==> config.mk <==
export PLATFORM = sky130hd
export DESIGN_NAME = flash_spi_engine
export DESIGN_NICKNAME = d
export VERILOG_FILES = /design/src/rtl/flash_spi_pkg.sv /design/src/rtl/word_fifo.sv /design/src/rtl/spi_clk_div.sv /design/src/rtl/spi_shifter.sv /design/src/rtl/flash_spi_engine.sv
export SDC_FILE = /design/constraint.sdc
export NUM_CORES = 2
export LEC_CHECK = 0
export ABC_CLOCK_PERIOD_IN_PS = 8500
export BUFFER_PORTS_ARGS = -buffer_cell sky130_fd_sc_hd__buf_2
export CAP_MARGIN = 20
export CELL_PAD_IN_SITES_DETAIL_PLACEMENT = 1
export CELL_PAD_IN_SITES_GLOBAL_PLACEMENT = 1
export CORE_MARGIN = 3
export CORE_UTILIZATION = 29
export DETAILED_ROUTE_END_ITERATION = 8
export PLACE_DENSITY_LB_ADDON = 0.2
export SLEW_MARGIN = 20
export SYNTH_ARGS = -nofsm -noshare
export SYNTH_HDL_FRONTEND = slang
export SYNTH_HIERARCHICAL = 1
export SYNTH_MEMORY_MAX_BITS = 65536
export SYNTH_SLANG_ARGS = --single-unit
==> constraint.sdc <==
create_clock -name clk_i -period 8.5 [get_ports clk_i]
set_clock_uncertainty 0.05 [all_clocks]
set_input_delay 1.7 -clock clk_i [delete_from_list [all_inputs] [get_ports clk_i]]
set_output_delay 1.7 -clock clk_i [all_outputs]
set_load 0.005 [all_outputs]
==> src/rtl/flash_spi_pkg.sv <==
package flash_spi_pkg;
    localparam int WORD_W  = 32;
    localparam int ADDR_W  = 8;
    localparam int BAUD_W  = 3;
    localparam int BYTE_W  = 8;
    localparam int IDX_W   = 2;

    localparam logic [ADDR_W-1:0] OFS_CFG = 8'h00;
    localparam logic [ADDR_W-1:0] OFS_EN  = 8'h14;
    localparam logic [ADDR_W-1:0] OFS_TX4 = 8'h1C;
    localparam logic [ADDR_W-1:0] OFS_RX  = 8'h20;
    localparam logic [ADDR_W-1:0] OFS_TX1 = 8'h80;
    localparam logic [ADDR_W-1:0] OFS_TX2 = 8'h84;
    localparam logic [ADDR_W-1:0] OFS_TX3 = 8'h88;

    typedef enum logic [1:0] {SEL_NONE, SEL_CFG, SEL_EN, SEL_RX} rd_sel_e;

    typedef struct packed {
        logic              cs_n;
        logic [BAUD_W-1:0] baud;
        logic              cpha;
        logic              cpol;
        logic              master;
    } cfg_t;

    // last_idx: index of the final valid byte in the word (n - 1)
    typedef struct packed {
        logic [IDX_W-1:0]  last_idx;
        logic [WORD_W-1:0] data;
    } tx_ent_t;

    localparam int TX_ENT_W = IDX_W + WORD_W;
endpackage

==> src/rtl/word_fifo.sv <==
module word_fifo #(
    parameter int WIDTH = 32,
    parameter int DEPTH = 63
) (
    input  logic             clk_i,
    input  logic             rst_ni,
    input  logic             push_i,
    input  logic [WIDTH-1:0] din_i,
    input  logic             pop_i,
    output logic [WIDTH-1:0] head_o,
    output logic             full_o,
    output logic             empty_o
);
    localparam int PTR_W = (DEPTH > 1) ? $clog2(DEPTH) : 1;
    localparam int CNT_W = $clog2(DEPTH + 1);
    localparam logic [PTR_W-1:0] PTR_LAST = PTR_W'(DEPTH - 1);
    localparam logic [CNT_W-1:0] CNT_FULL = CNT_W'(DEPTH);

    typedef struct packed {
        logic [PTR_W-1:0] rd_ptr;
        logic [PTR_W-1:0] wr_ptr;
        logic [CNT_W-1:0] count;
    } fifo_st_t;

    fifo_st_t st_d, st_q;
    logic [WIDTH-1:0] mem_q [DEPTH];
    logic do_push, do_pop;

    assign full_o  = (st_q.count == CNT_FULL);
    assign empty_o = (st_q.count == '0);
    assign head_o  = mem_q[st_q.rd_ptr];

    always_comb begin
        st_d    = st_q;
        do_push = push_i && !full_o;
        do_pop  = pop_i && !empty_o;
        if (do_push) begin
            st_d.wr_ptr = (st_q.wr_ptr == PTR_LAST) ? '0 : st_q.wr_ptr + 1'b1;
        end
        if (do_pop) begin
            st_d.rd_ptr = (st_q.rd_ptr == PTR_LAST) ? '0 : st_q.rd_ptr + 1'b1;
        end
        case ({do_push, do_pop})
            2'b10:   st_d.count = st_q.count + 1'b1;
            2'b01:   st_d.count = st_q.count - 1'b1;
            default: st_d.count = st_q.count;
        endcase
    end

    always_ff @(posedge clk_i or negedge rst_ni) begin
        if (!rst_ni) begin
            st_q <= '0;
        end else begin
            st_q <= st_d;
        end
    end

    always_ff @(posedge clk_i) begin
        if (do_push) begin
            mem_q[st_q.wr_ptr] <= din_i;
        end
    end

    AST_FULL_HOLDS: assert property (@(posedge clk_i) disable iff (!rst_ni)
        (push_i && !pop_i && full_o) |=> full_o);
    AST_EMPTY_HOLDS: assert property (@(posedge clk_i) disable iff (!rst_ni)
        (pop_i && !push_i && empty_o) |=> (empty_o && $stable(st_q.rd_ptr)));
endmodule

==> src/rtl/spi_clk_div.sv <==
module spi_clk_div
    import flash_spi_pkg::*;
(
    input  logic              clk_i,
    input  logic              rst_ni,
    input  logic              run_i,
    input  logic [BAUD_W-1:0] baud_i,
    output logic              tick_o
);
    localparam int CNT_W = (1 << BAUD_W) - 1;

    typedef struct packed {
        logic [CNT_W-1:0] cnt;
    } div_st_t;

    div_st_t st_d, st_q;
    logic [CNT_W-1:0] limit;

    always_comb begin
        st_d   = st_q;
        limit  = (CNT_W'(1) << baud_i) - 1'b1;
        tick_o = run_i && (st_q.cnt == limit);
        if (!run_i || tick_o) begin
            st_d.cnt = '0;
        end else begin
            st_d.cnt = st_q.cnt + 1'b1;
        end
    end

    always_ff @(posedge clk_i or negedge rst_ni) begin
        if (!rst_ni) begin
            st_q <= '0;
        end else begin
            st_q <= st_d;
        end
    end
endmodule

==> src/rtl/spi_shifter.sv <==
module spi_shifter
    import flash_spi_pkg::*;
(
    input  logic              clk_i,
    input  logic              rst_ni,
    input  logic              go_i,
    input  logic              tx_valid_i,
    input  tx_ent_t           tx_ent_i,
    output logic              tx_pop_o,
    input  logic              tick_i,
    output logic              busy_o,
    input  logic              cpol_i,
    input  logic              cpha_i,
    input  logic              miso_i,
    output logic              sclk_o,
    output logic              mosi_o,
    output logic              rx_push_o,
    output logic [WORD_W-1:0] rx_word_o
);
    typedef enum logic {SH_IDLE, SH_RUN} sh_state_e;

    typedef struct packed {
        sh_state_e         st;
        logic              half;
        logic [2:0]        bit_idx;
        logic [IDX_W-1:0]  left;
        logic [WORD_W-1:0] shreg;
        logic [BYTE_W-1:0] rxbyte;
        logic [WORD_W-1:0] acc;
    } sh_st_t;

    sh_st_t st_d, st_q;
    logic [WORD_W-1:0] acc_fill;

    assign busy_o = (st_q.st == SH_RUN);
    assign mosi_o = busy_o & st_q.shreg[BYTE_W-1];
    assign sclk_o = busy_o ? (cpol_i ^ cpha_i ^ st_q.half) : cpol_i;

    always_comb begin
        st_d      = st_q;
        tx_pop_o  = 1'b0;
        rx_push_o = 1'b0;
        // each finished byte enters at the top; earlier bytes slide down
        acc_fill  = {st_q.rxbyte, st_q.acc[WORD_W-1:BYTE_W]};
        rx_word_o = acc_fill;
        case (st_q.st)
            SH_IDLE: begin
                if (go_i && tx_valid_i) begin
                    tx_pop_o     = 1'b1;
                    st_d.st      = SH_RUN;
                    st_d.half    = 1'b0;
                    st_d.bit_idx = '0;
                    st_d.left    = tx_ent_i.last_idx;
                    st_d.shreg   = tx_ent_i.data;
                    st_d.rxbyte  = '0;
                    st_d.acc     = '0;
                end
            end
            default: begin
                if (tick_i) begin
                    if (!st_q.half) begin
                        st_d.half   = 1'b1;
                        st_d.rxbyte = {st_q.rxbyte[BYTE_W-2:0], miso_i};
                    end else begin
                        st_d.half = 1'b0;
                        if (st_q.bit_idx == 3'd7) begin
                            st_d.acc     = acc_fill;
                            st_d.bit_idx = '0;
                            st_d.shreg   = st_q.shreg >> BYTE_W;
                            if (st_q.left == '0) begin
                                rx_push_o = 1'b1;
                                st_d.st   = SH_IDLE;
                            end else begin
                                st_d.left = st_q.left - 1'b1;
                            end
                        end else begin
                            st_d.bit_idx = st_q.bit_idx + 1'b1;
                            st_d.shreg   = {st_q.shreg[WORD_W-1:BYTE_W],
                                            st_q.shreg[BYTE_W-2:0], 1'b0};
                        end
                    end
                end
            end
        endcase
    end

    always_ff @(posedge clk_i or negedge rst_ni) begin
        if (!rst_ni) begin
            st_q <= '0;
        end else begin
            st_q <= st_d;
        end
    end

    AST_MOSI_BIT_STABLE: assert property (@(posedge clk_i) disable iff (!rst_ni)
        (busy_o && !(tick_i && st_q.half)) |=> $stable(mosi_o));
endmodule

==> src/rtl/flash_spi_engine.sv <==
module flash_spi_engine
    import flash_spi_pkg::*;
#(
    parameter int FIFO_DEPTH = 63
) (
    input  logic              clk_i,
    input  logic              rst_ni,
    input  logic              reg_wr_i,
    input  logic              reg_rd_i,
    input  logic [ADDR_W-1:0] reg_addr_i,
    input  logic [WORD_W-1:0] reg_wdata_i,
    output logic [WORD_W-1:0] reg_rdata_o,
    output logic              spi_sclk_o,
    output logic              spi_cs_no,
    output logic              spi_mosi_o,
    input  logic              spi_miso_i
);
    typedef struct packed {
        cfg_t              cfg;
        logic              en;
        rd_sel_e           rd_sel;
        logic [WORD_W-1:0] rx_last;
    } top_st_t;

    top_st_t st_d, st_q;

    logic              tx_push, tx_pop, tx_full, tx_empty;
    tx_ent_t           tx_in, tx_head;
    logic [TX_ENT_W-1:0] tx_head_raw;
    logic              rx_push, rx_pop, rx_full, rx_empty;
    logic [WORD_W-1:0] rx_word, rx_head;
    logic              go, busy, tick;

    assign go        = st_q.en && st_q.cfg.master && !st_q.cfg.cs_n;
    assign spi_cs_no = st_q.cfg.cs_n;
    assign tx_head   = tx_ent_t'(tx_head_raw);

    always_comb begin
        st_d        = st_q;
        st_d.rd_sel = SEL_NONE;
        tx_push     = 1'b0;
        rx_pop      = 1'b0;
        tx_in       = '{last_idx: IDX_W'(3), data: reg_wdata_i};
        if (reg_wr_i) begin
            case (reg_addr_i)
                OFS_CFG: st_d.cfg = '{cs_n:   reg_wdata_i[10],
                                      baud:   reg_wdata_i[5:3],
                                      cpha:   reg_wdata_i[2],
                                      cpol:   reg_wdata_i[1],
                                      master: reg_wdata_i[0]};
                OFS_EN:  st_d.en = reg_wdata_i[0];
                OFS_TX4: tx_push = 1'b1;
                OFS_TX1: begin tx_push = 1'b1; tx_in.last_idx = IDX_W'(0); end
                OFS_TX2: begin tx_push = 1'b1; tx_in.last_idx = IDX_W'(1); end
                OFS_TX3: begin tx_push = 1'b1; tx_in.last_idx = IDX_W'(2); end
                default: ;
            endcase
        end
        if (reg_rd_i) begin
            case (reg_addr_i)
                OFS_CFG: st_d.rd_sel = SEL_CFG;
                OFS_EN:  st_d.rd_sel = SEL_EN;
                OFS_RX: begin
                    st_d.rd_sel = SEL_RX;
                    rx_pop      = 1'b1;
                    if (!rx_empty) begin
                        st_d.rx_last = rx_head;
                    end
                end
                default: ;
            endcase
        end
    end

    always_comb begin
        case (st_q.rd_sel)
            SEL_CFG: reg_rdata_o = {21'b0, st_q.cfg.cs_n, 4'b0, st_q.cfg.baud,
                                    st_q.cfg.cpha, st_q.cfg.cpol, st_q.cfg.master};
            SEL_EN:  reg_rdata_o = {{(WORD_W-1){1'b0}}, st_q.en};
            SEL_RX:  reg_rdata_o = st_q.rx_last;
            default: reg_rdata_o = '0;
        endcase
    end

    always_ff @(posedge clk_i or negedge rst_ni) begin
        if (!rst_ni) begin
            st_q          <= '0;
            st_q.cfg.cs_n <= 1'b1;
        end else begin
            st_q <= st_d;
        end
    end

    word_fifo #(.WIDTH(TX_ENT_W), .DEPTH(FIFO_DEPTH)) i_tx_fifo (
        .clk_i   (clk_i),
        .rst_ni  (rst_ni),
        .push_i  (tx_push),
        .din_i   (tx_in),
        .pop_i   (tx_pop),
        .head_o  (tx_head_raw),
        .full_o  (tx_full),
        .empty_o (tx_empty)
    );

    word_fifo #(.WIDTH(WORD_W), .DEPTH(FIFO_DEPTH)) i_rx_fifo (
        .clk_i   (clk_i),
        .rst_ni  (rst_ni),
        .push_i  (rx_push),
        .din_i   (rx_word),
        .pop_i   (rx_pop),
        .head_o  (rx_head),
        .full_o  (rx_full),
        .empty_o (rx_empty)
    );

    spi_clk_div i_clk_div (
        .clk_i  (clk_i),
        .rst_ni (rst_ni),
        .run_i  (busy),
        .baud_i (st_q.cfg.baud),
        .tick_o (tick)
    );

    spi_shifter i_shifter (
        .clk_i      (clk_i),
        .rst_ni     (rst_ni),
        .go_i       (go),
        .tx_valid_i (!tx_empty),
        .tx_ent_i   (tx_head),
        .tx_pop_o   (tx_pop),
        .tick_i     (tick),
        .busy_o     (busy),
        .cpol_i     (st_q.cfg.cpol),
        .cpha_i     (st_q.cfg.cpha),
        .miso_i     (spi_miso_i),
        .sclk_o     (spi_sclk_o),
        .mosi_o     (spi_mosi_o),
        .rx_push_o  (rx_push),
        .rx_word_o  (rx_word)
    );

    AST_CS_FOLLOWS_CFG: assert property (@(posedge clk_i) disable iff (!rst_ni)
        (reg_wr_i && reg_addr_i == OFS_CFG) |=> (spi_cs_no == $past(reg_wdata_i[10])));
    AST_NO_START_WHEN_GATED: assert property (@(posedge clk_i) disable iff (!rst_ni)
        (!go && !busy) |=> !busy);
    AST_NO_RX_OVERWRITE: assert property (@(posedge clk_i) disable iff (!rst_ni)
        (rx_full && !rx_pop) |=> rx_full);
endmodule

==> run metrics <==
Slew Limit Fails=0; Root Buffer=clkbuf_16; pre-CTS setup slack=1410 ps; most common cell after layout, fill and taps aside=edfxtp_1; nets=8,219; Worst R2R Path Depth=12; starting density of the core=29.2%; Leak Pwr=57.4 nW; commonest non-fill, non-tap cells in the layout=4,158 x edfxtp_1, 996 x mux4_2, 468 x clkbuf_16; vias in the first global route=85.0k; drc violations=0; Pwr Density=229 nW/um^2; Worst EP required=9150 ps; Synthesized Nets=7,848; layout cells sized above 1=28.1%; # placed instances=15.4k; Vias=81.6k; fin crit share=70.0%; Comb pwr share=1.7%; Int Pwr=35.5 mW; clk sinks=4,314; reg2reg end=i_rx_fifo/mem_q[24][26]$_DFFE_PP_; worst hold path depth=1; GRT Total Usage=17.1%; grt ovf=0; mean post-synth cell area=21.6 sq um; # setup viols final=0; remaining antenna violation count after routing=0; post-CTS setup buffers=0; largest net degree at the start of global routing=130; IO Count=80; Syn Inst Count=7,778; Crit Path Max Fanout=17; CP Capture Type=register; Sw Ratio=20.7%; Worst Hold Launch=i_shifter/st_q[58]$_DFFE_PN0P_; reg2reg setup slack=2550 ps; worst slew pin tran=1360 ps; initial antenna violation count=50; Max Cap Viol=0; buffers added on ports=79; detailed placement HPWL=313,000 um; initial DRC count=8,527; width of the die=767 um; Relative slew margins=9.31%; Layout Area Growth over Synthesis=16.5%; Clock Latency Late Sink=1060 ps; Fin Setup TNS=0 ps; r2r startpoint=st_q[40]$_DFFE_PN0P_; cts repair resizes=0; Net Switching=9.28 mW; hold crit path type=register to register; WS Path Type=register to register; row count=278; H-tree depth=5; Hold EP=i_shifter/st_q[58]$_DFFE_PN0P_; DIE AREA=588,000 sq um; WP data arrival=6600 ps; Core ar.=575,000 sq um; CTS tree=built; Synth Cell Area=168,000 sq um; Flop pwr share=51.8%; Die Ht=767 um; final hold viol count=0; final wirelength=516,000 um; status=complete, no violations; Pre-antenna DRT Iters=5; CTS Buf Count=465; WL/cell=31.7 um; minimum clock period=5950 ps; first-pass GRT wire length=714,000 um; vias per std cell=5.02; RSZ-0062 raised after global routing=false; startpoint types=register; clock network fraction of design power=46.4%; yosys warns=6; FMAX=168 MHz; VDD IR max=173 uV; Final WS setup=2550 ps; GP Congestion=0.824; CTS Buffer Depth=4; # hold bufs at CTS=0; final non-filler cell total=16.3k; Worst-path clk slew=60 ps
-- per-stage QoR --
stage                     utilization, %  instance area [sq um]  hold slack (ps)  power [mW]
final                               34.0                 196000              432        44.8
after global routing                34.0                 196000              432        46.2
after CTS                           34.0                 196000              430        45.3
after detailed placement            31.3                 180000              416        24.5
after global placement              31.0                 178000              412        24.4
after floorplan                        -                 168000              399        24.0
-- power by group through the flow --
stage	Clock (mW)	Combinational, mW	Sequential (mW)
after floorplan	0	0.434	23.6
after global placement	0	0.794	23.6
after detailed placement	0	0.811	23.6
after CTS	21.3	0.810	23.2
after global routing	22.1	0.844	23.2
final	20.8	0.779	23.2
-- registers in the layout (all words and copies together), names as in the netlist --
register,cells
i_shifter/busy_o,1
i_tx_fifo/st_q,18
i_rx_fifo/mem_q,2016
i_tx_fifo/mem_q,2142
i_clk_div/st_q,7
i_shifter/rx_word_o,32
i_rx_fifo/st_q,18
i_shifter/st_q,38
spi_cs_no,1
st_q,41
-- routing by layer --
| layer | share of wire, % | GRT usage (%) | vias up | wire, um |
|---|---|---|---|---|
| li1 | - | - | 33300 | - |
| met1 | 43 | 23.9 | 45300 | 224000 |
| met4 | 2.9 | 4.61 | 8 | 15100 |
| met5 | 0.010 | 0 | - | 52 |
| met3 | 5.0 | 2.09 | 600 | 25800 |
| met2 | 49 | 28.4 | 2354 | 251000 |
-- final cells by class --
cell class | count | area [sq um]
timing repair buffer | 374 | 3910
clock inverter | 288 | 3420
inverter | 30 | 120
antenna | 17 | 42.5
fill | 56100 | 379000
sequential | 4314 | 129000
clock buffer | 576 | 12200
multi-input combinational | 2964 | 37300
tap | 7700 | 9630
-- worst max-delay path: stages, from the launching register on --
cell and delay, ps:
dfrtp_1 500, or4_4 560, o211ai_2 90, nor4b_4 440, and3_1 430, and3_1 360, and3_1 310, o21a_1 430
inv_1 240, nor2_1 340, nand2_2 600, nor2_4 790, buf_4 400
-- how the worst max path moves through the flow --
stage | to | startpoint | slack, ps
4_1_cts | i_rx_fifo/mem_q[8][17]$_DFFE_PP_ | st_q[40]$_DFFE_PN0P_ | 2370
5_1_grt | i_rx_fifo/mem_q[24][22]$_DFFE_PP_ | st_q[40]$_DFFE_PN0P_ | 2210
2_1_floorplan | i_tx_fifo/mem_q[60][0]$_DFFE_PP_ | reg_addr_i[4] | 3130
3_5_place_dp | i_tx_fifo/mem_q[60][24]$_DFFE_PP_ | reg_addr_i[5] | 1410
6_report | i_rx_fifo/mem_q[24][26]$_DFFE_PP_ | st_q[40]$_DFFE_PN0P_ | 2550
3_3_place_gp | i_tx_fifo/mem_q[36][14]$_DFFE_PP_ | reg_addr_i[5] | 980
Power figures use the tool's default switching activity.
